<file path="src/rtl/hp_slot_pkg.sv">
package hp_slot_pkg;

    typedef enum logic {
        SEL_CTL = 1'b0,
        SEL_STS = 1'b1
    } hp_reg_sel_e;

    typedef struct packed {
        logic cond;
        logic intx;
        logic msi_req;
    } hp_note_t;

endpackage

</file>
<file path="src/rtl/hp_slot_regs.sv">
module hp_slot_regs
    import hp_slot_pkg::*;
#(
    parameter int              NUM_EV   = 5,
    parameter int              DATA_W   = 16,
    parameter logic [NUM_EV-1:0] SUP_MASK = '1
) (
    input  logic              clk,
    input  logic              rst_n,
    input  logic              wr_en,
    input  logic              wr_sel,
    input  logic [DATA_W/8-1:0] wr_be,
    input  logic [DATA_W-1:0] wr_data,
    input  logic [NUM_EV-1:0] ev_in,
    output logic [NUM_EV:0]   ctl_o,
    output logic [NUM_EV-1:0] sts_o
);
    localparam int NUM_BYTES = DATA_W / 8;
    localparam int CTL_W     = NUM_EV + 1;

    typedef struct packed {
        logic [CTL_W-1:0]  ctl;
        logic [NUM_EV-1:0] sts;
    } slot_regs_t;

    slot_regs_t        r_d, r_q;
    logic [DATA_W-1:0] lane_msk;
    logic [NUM_EV-1:0] clr_bits;
    logic              ctl_wr, sts_wr;

    for (genvar b = 0; b < NUM_BYTES; b++) begin : g_lane
        assign lane_msk[b*8 +: 8] = {8{wr_be[b]}};
    end

    always_comb begin
        r_d      = r_q;
        ctl_wr   = wr_en && (hp_reg_sel_e'(wr_sel) == SEL_CTL);
        sts_wr   = wr_en && (hp_reg_sel_e'(wr_sel) == SEL_STS);
        clr_bits = sts_wr ? (wr_data[NUM_EV-1:0] & lane_msk[NUM_EV-1:0] & SUP_MASK)
                          : '0;
        if (ctl_wr) begin
            r_d.ctl = (r_q.ctl & ~lane_msk[CTL_W-1:0])
                    | (wr_data[CTL_W-1:0] & lane_msk[CTL_W-1:0]);
        end
        // a new event wins over a same-cycle clear
        r_d.sts = ((r_q.sts & ~clr_bits) | ev_in) & SUP_MASK;
    end

    always_ff @(posedge clk or negedge rst_n) begin
        if (!rst_n) r_q <= '0;
        else        r_q <= r_d;
    end

    assign ctl_o = r_q.ctl;
    assign sts_o = r_q.sts;

    for (genvar i = 0; i < NUM_EV; i++) begin : g_chk
        localparam int LANE = i / 8;
        if (SUP_MASK[i]) begin : g_sup
            assert_ev_sets_R2 : assert property (@(posedge clk) disable iff (!rst_n)
                ev_in[i] |=> sts_o[i]);
            assert_sticky_R3 : assert property (@(posedge clk) disable iff (!rst_n)
                (sts_o[i] && !(wr_en && wr_sel && wr_be[LANE] && wr_data[i]))
                |=> sts_o[i]);
            assert_w1c_R3 : assert property (@(posedge clk) disable iff (!rst_n)
                (wr_en && wr_sel && wr_be[LANE] && wr_data[i] && !ev_in[i])
                |=> !sts_o[i]);
        end
    end
endmodule

</file>
<file path="src/rtl/hp_notify_eval.sv">
module hp_notify_eval
    import hp_slot_pkg::*;
#(
    parameter int                NUM_EV   = 5,
    parameter logic [NUM_EV-1:0] SUP_MASK = '1
) (
    input  logic              clk,
    input  logic              rst_n,
    input  logic [NUM_EV:0]   ctl_i,
    input  logic [NUM_EV-1:0] sts_i,
    input  logic              msi_en,
    output logic              intx_o,
    output logic              msi_req_o
);
    localparam int MASTER_BIT = NUM_EV;

    hp_note_t n_d, n_q;
    logic     cond_now;

    always_comb begin
        cond_now    = ctl_i[MASTER_BIT] && |(ctl_i[NUM_EV-1:0] & sts_i & SUP_MASK);
        n_d         = n_q;
        n_d.cond    = cond_now;
        n_d.intx    = !msi_en && cond_now;
        n_d.msi_req = msi_en && cond_now && !n_q.cond;
    end

    always_ff @(posedge clk or negedge rst_n) begin
        if (!rst_n) n_q <= '0;
        else        n_q <= n_d;
    end

    assign intx_o    = n_q.intx;
    assign msi_req_o = n_q.msi_req;

    assert_msi_single_R8 : assert property (@(posedge clk) disable iff (!rst_n)
        msi_req_o |=> !msi_req_o);
    assert_msi_on_rise_R8 : assert property (@(posedge clk) disable iff (!rst_n)
        msi_req_o |-> (n_q.cond && !$past(n_q.cond)));
    assert_no_repeat_R9 : assert property (@(posedge clk) disable iff (!rst_n)
        (n_q.cond && $stable(ctl_i)) |=> !msi_req_o);
    assert_intx_quiet_R11 : assert property (@(posedge clk) disable iff (!rst_n)
        msi_en |=> !intx_o);
endmodule

</file>
<file path="src/rtl/hp_slot_notifier.sv">
module hp_slot_notifier
    import hp_slot_pkg::*;
#(
    parameter int                NUM_EV   = 5,
    parameter int                DATA_W   = 16,
    parameter logic [NUM_EV-1:0] SUP_MASK = '1
) (
    input  logic                clk,
    input  logic                rst_n,
    input  logic                wr_en,
    input  logic                wr_sel,
    input  logic [DATA_W/8-1:0] wr_be,
    input  logic [DATA_W-1:0]   wr_data,
    input  logic [NUM_EV-1:0]   ev_in,
    input  logic                msi_en,
    output logic [NUM_EV:0]     slot_ctl_o,
    output logic [NUM_EV-1:0]   slot_sts_o,
    output logic                intx_o,
    output logic                msi_req_o
);
    logic [NUM_EV:0]   ctl_w;
    logic [NUM_EV-1:0] sts_w;

    hp_slot_regs #(.NUM_EV(NUM_EV), .DATA_W(DATA_W), .SUP_MASK(SUP_MASK)) u_regs (
        .clk     (clk),
        .rst_n   (rst_n),
        .wr_en   (wr_en),
        .wr_sel  (wr_sel),
        .wr_be   (wr_be),
        .wr_data (wr_data),
        .ev_in   (ev_in),
        .ctl_o   (ctl_w),
        .sts_o   (sts_w)
    );

    hp_notify_eval #(.NUM_EV(NUM_EV), .SUP_MASK(SUP_MASK)) u_eval (
        .clk       (clk),
        .rst_n     (rst_n),
        .ctl_i     (ctl_w),
        .sts_i     (sts_w),
        .msi_en    (msi_en),
        .intx_o    (intx_o),
        .msi_req_o (msi_req_o)
    );

    assign slot_ctl_o = ctl_w;
    assign slot_sts_o = sts_w;

    assert_outputs_exclusive_R11 : assert property (@(posedge clk) disable iff (!rst_n)
        !(intx_o && msi_req_o));
endmodule

</file>
<file path="config.mk">
export PLATFORM = sky130hd
export DESIGN_NAME = hp_slot_notifier
export DESIGN_NICKNAME = d
export VERILOG_FILES = /design/src/rtl/hp_slot_pkg.sv /design/src/rtl/hp_slot_regs.sv /design/src/rtl/hp_notify_eval.sv /design/src/rtl/hp_slot_notifier.sv
export SDC_FILE = /design/constraint.sdc
export NUM_CORES = 1
export LEC_CHECK = 0
export ABC_AREA = 1
export BUFFER_PORTS_ARGS = -buffer_cell sky130_fd_sc_hd__buf_2
export CORE_MARGIN = 3
export CORE_UTILIZATION = 42
export CTS_CLUSTER_DIAMETER = 40
export DETAILED_ROUTE_END_ITERATION = 10
export PLACE_DENSITY = 0.8
export SYNTH_ARGS = -nofsm -noshare
export SYNTH_HDL_FRONTEND = slang
export SYNTH_SLANG_ARGS = --single-unit
</file>
<file path="constraint.sdc">
create_clock -name clk -period 2.2 [get_ports clk]
set_clock_uncertainty 0.15 [all_clocks]
set_input_delay 0.33 -clock clk [delete_from_list [all_inputs] [get_ports clk]]
set_output_delay 0.33 -clock clk [all_outputs]
set_load 0.005 [all_outputs]
</file>
Word-level counts from Yosys, hierarchy flattened
Cells that the tools add are included.
{"block": "word_totals", "out_inout_bits": 13, "register_bits": 14, "elab_cells": 25}
{"block": "classes", "n_bitwise": 10, "reduce_logical": 9, "mux": 1}
{"op": "bitwise AND 5 bit", "n": 3}
{"op": "bitwise AND 6 bit", "n": 2}
{"op": "logical AND 1 bit", "n": 6}
{"op": "inverter 6 bit", "n": 1}
{"op": "bitwise OR 6 bit", "n": 1}
{"op": "2-to-1 mux 5 bit", "n": 1}
{"op": "inverter 5 bit", "n": 1}
{"op": "bitwise OR 5 bit", "n": 1}
{"op": "OR reduction 5 bit", "n": 1}
{"op": "zero test 1 bit", "n": 2}
{"op": "inverter 1 bit", "n": 1}

Logic depth before layout (Yosys ltp)
{"block": "logic_depth", "ltp_word": 5, "mapped_depth": 4, "depth_no_buf": 4}

Modules after synthesis
From an unflattened synthesis, not the netlist that was laid out.
{"block": "hier_totals", "hier_cells": 69, "area_unflattened_um2": 588.1}
{"module": "hp_slot_regs", "instances": 1, "area_per_inst_um2": 441.7, "cells_per_inst": 52, "seq_area_each_um2": 275.3}
{"module": "hp_notify_eval", "instances": 1, "area_per_inst_um2": 146.4, "cells_per_inst": 17, "seq_area_each_um2": 75.1}

Worst setup path before layout
Ideal clock, no wire load.
{"block": "synth_timing", "path_type": "register to register", "startpoint": "register with a tool-made name", "endpoint": "register u_eval.n_q, in the netlist u_eval.intx_o", "setup_time_ns": 0.124, "setup_slack_ns": 1.184, "synth_period_minus_slack_ns": 1.016, "path_stages_with_launch": 5, "arrival_time_ns": 0.742, "n_path_buf": 0, "cell_sequence": "dfrtp_1 > nand2_1 > nand3_1 > o21bai_1 > nor2_1"}
{"item": "to (signal assigned)", "line_no": "hp_notify_eval.sv:30", "source": "else n_q <= n_d;"}
{"item": "to (decl)", "line_no": "hp_notify_eval.sv:17", "source": "hp_note_t n_d, n_q;"}

Worst setup path in the final report
{"block": "layout_timing", "startpoint": "register u_regs.r_q, in the netlist u_regs.sts_o[4]", "endpoint": "output slot_sts_o[4]"}
{"item": "from (decl)", "line_no": "hp_slot_regs.sv:26", "source": "slot_regs_t r_d, r_q;"}
{"item": "from (signal assigned)", "line_no": "hp_slot_regs.sv:51", "source": "else r_q <= r_d;"}
{"item": "to (decl)", "line_no": "hp_slot_notifier.sv:17", "source": "output logic [NUM_EV-1:0] slot_sts_o,"}
No word-level cell between the ends.

==> results_dict.tcl <==
set metrics [dict create \
    antenna_found_initial 0 \
    fin_nets 125 \
    path_clk_slew_ns 0.07 \
    yosysSeqAreaShare_pct 58.3 \
    clock.fmax_ghz 0.775 \
    drc 0 \
    cap_violations 0 \
    min_path_type "input pin to register" \
    start_util_pct 45.6 \
    synth_common_cells "nand2_1, dfrtp_1, inv_1" \
    area_growth_pct 30.8 \
    finish.utilization_pct 59.6 \
    die_area_um2 1920 \
    fin_crit_sh_pct 58.6 \
    synth_edf_count 0 \
    worstPathRequired_ns 1.72 \
    grt_max_degree 15 \
    rsz0062_at_grt "no" \
    cp.depth 1 \
    detail_route.wirelength_um 1150 \
    synth_area_leader_cell "dfrtp_1" \
    netlist_instances 63 \
    nFillCells 125 \
    gp_congestion 0.711 \
    finalMaxSlewViolations 0 \
    end_kind "primary output" \
    core_um2 1320 \
    path_cells "buf_2" \
    fin_setup_tns_ns 0 \
    ys.flop_type "dfrtp_1" \
    track_usage_pct 13.4 \
    cts-htree-levels 1 \
    netlist-cell-type-count 11 \
    critPathMaxStageDelay_ns 0.41 \
    postCtsSetupBuffers 0 \
    grt_pass1_wl_um 1890 \
    cts_tree "done" \
    clk_latency_ns 0.27 \
    hpwl_um 939 \
    diodes 0 \
    synth.avg_cell_area_um2 9.53 \
    drt_pre_antenna_iters 3 \
    num_io_pins 41 \
    cts-root-buf "clkbuf_4" \
    detail-route-antenna-nets 0 \
    start_kind "register" \
    holdWs_ns 0.0690 \
    criticalPathCategory "register to primary output" \
    status "finished clean" \
    ir_worst_vdd_v 0.000440 \
    worstRegToRegCells 4 \
    worstPathMaxFanout 3 \
    setup_viol 0 \
    hold_viol_final 0 \
    portBuffers 29 \
    cts_buffers 3 \
    ys_async_sr_fraction_pct 100 \
    post_drt_via_cell_ratio 4.51 \
    fp.dieH_um 43.8 \
    avgRoutedWirePerCell_um 10.4 \
    relSlewSlack_pct 79.6 \
    core.rowCount 13 \
    tightest_slew_ns 0.305 \
    critPathTopFamily "flip-flops" \
    cp.buffers_inverters 1 \
    netlist.area_leader.share_pct 58.3 \
    netlist_area_um2 601 \
    worstPathArrival_ns 0.81 \
    die_w_um 43.8 \
    routed-via-count 496 \
    fin_crit_ns 1.29 \
    ys_ff_latch 14 \
    leakage_nw 0.444 \
    whs_path_depth 2 \
    critPathSlowestCell "dfrtp_1" \
    grt_pass1_vias 488 \
    synth_most_common_cell "nand2_1" \
    overflow 0 \
    dr.first_iter.drc_count 7 \
    layout-drive-gt1-share_pct 41.1 \
    synthTopCellsByArea "dfrtp_1, nand2_1, inv_1, o21ai_2, o21ai_0" \
    yosys_warnings 0 \
    cts_sinks 14 \
    powerDensity_nw_per_um2 700 \
    clock_path_buffers 2 \
    synth_fp_nets 91 \
]
## repair_timing
item	4_1_cts	5_1_grt
gates resized for setup	0	0
hold buffers	1	0
endpoints found under the hold margin	14	0
## cell type report
cell class | instances | area (um2) | share of cell area [%]
flip-flops and latches | 14 | 350 | 44.6
clock buffers | 3 | 22.5 | 2.87
well taps | 15 | 18.8 | 2.39
multi-input cells | 35 | 190 | 24.2
repair buffers | 30 | 155 | 19.7
inverters | 13 | 48.8 | 6.21
## logic make-up (layout without fill, tap and decap cells)
group / after synthesis / count (layout) / synth area share, %
compound gates: 12 / 12 / 14.2
buf+inv: 14 / 46 / 10.0
flops: 14 / 14 / 58.3
simple gates: 23 / 23 / 17.5
## cells in the final DEF, fill, tap and decap left out
cell type      Yosys  final
buf_2              0     29
nand2_1           17     17
dfrtp_1           14     14
inv_1             13     13
o21ai_0            5      5
o21ai_2            5      5
nor2_1             3      3
clkbuf_4           0      3
nand3_1            2      2
o21bai_1           1      1
nand3b_4           1      1
a21oi_2            1      1
dlygate4sd3_1      0      1
## layer usage
metal / global-route usage [%] / vias to the layer above / wire [um]
met5: 0 / - / 0
met4: 7.23 / 0 / 5
met3: 2.49 / 2 / 96
met2: 23.0 / 20 / 592
met1: 15.5 / 218 / 452
li1: - / 256 / -
## power breakdown
group	internal, mW	switching (mW)	total [mW]
Combinational	0.0545	0.0566	0.111
Clock	0.0633	0.0726	0.136
Sequential	0.287	0.0160	0.303
Total	0.405	0.145	0.550
## worst paths after layout
kind / start / endpoint / slack, ns
worst max-delay path: u_regs.sts_o[4]$_DFF_PN0_ / slot_sts_o[4] / 0.91
worst max register to register: u_regs.sts_o[2]$_DFF_PN0_ / u_eval.n_q[2]$_DFF_PN0_ / 1.12
worst min register to register: u_eval.n_q[2]$_DFF_PN0_ / u_eval.msi_req_o$_DFF_PN0_ / 0.33
worst min-delay path: msi_en / u_eval.intx_o$_DFF_PN0_ / 0.07
max in group asynchronous: rst_n / u_regs.sts_o[1]$_DFF_PN0_ / 1.35
min in group asynchronous: rst_n / asynchronous set/reset pin / 0.32
## per-stage QoR
| step | power, mW | cells | area, um2 | setup slack [ns] |
|---|---|---|---|---|
| floorplan | 0.367 | 63 | 601 | 1.18 |
| global placement | 0.417 | 106 | 753 | 1.03 |
| detailed placement | 0.422 | 106 | 753 | 1.01 |
| CTS | 0.561 | 110 | 786 | 0.898 |
| global route | 0.587 | 110 | 786 | 0.871 |
| finish | 0.550 | 110 | 786 | 0.910 |
(Power assumes the default switching activity.)
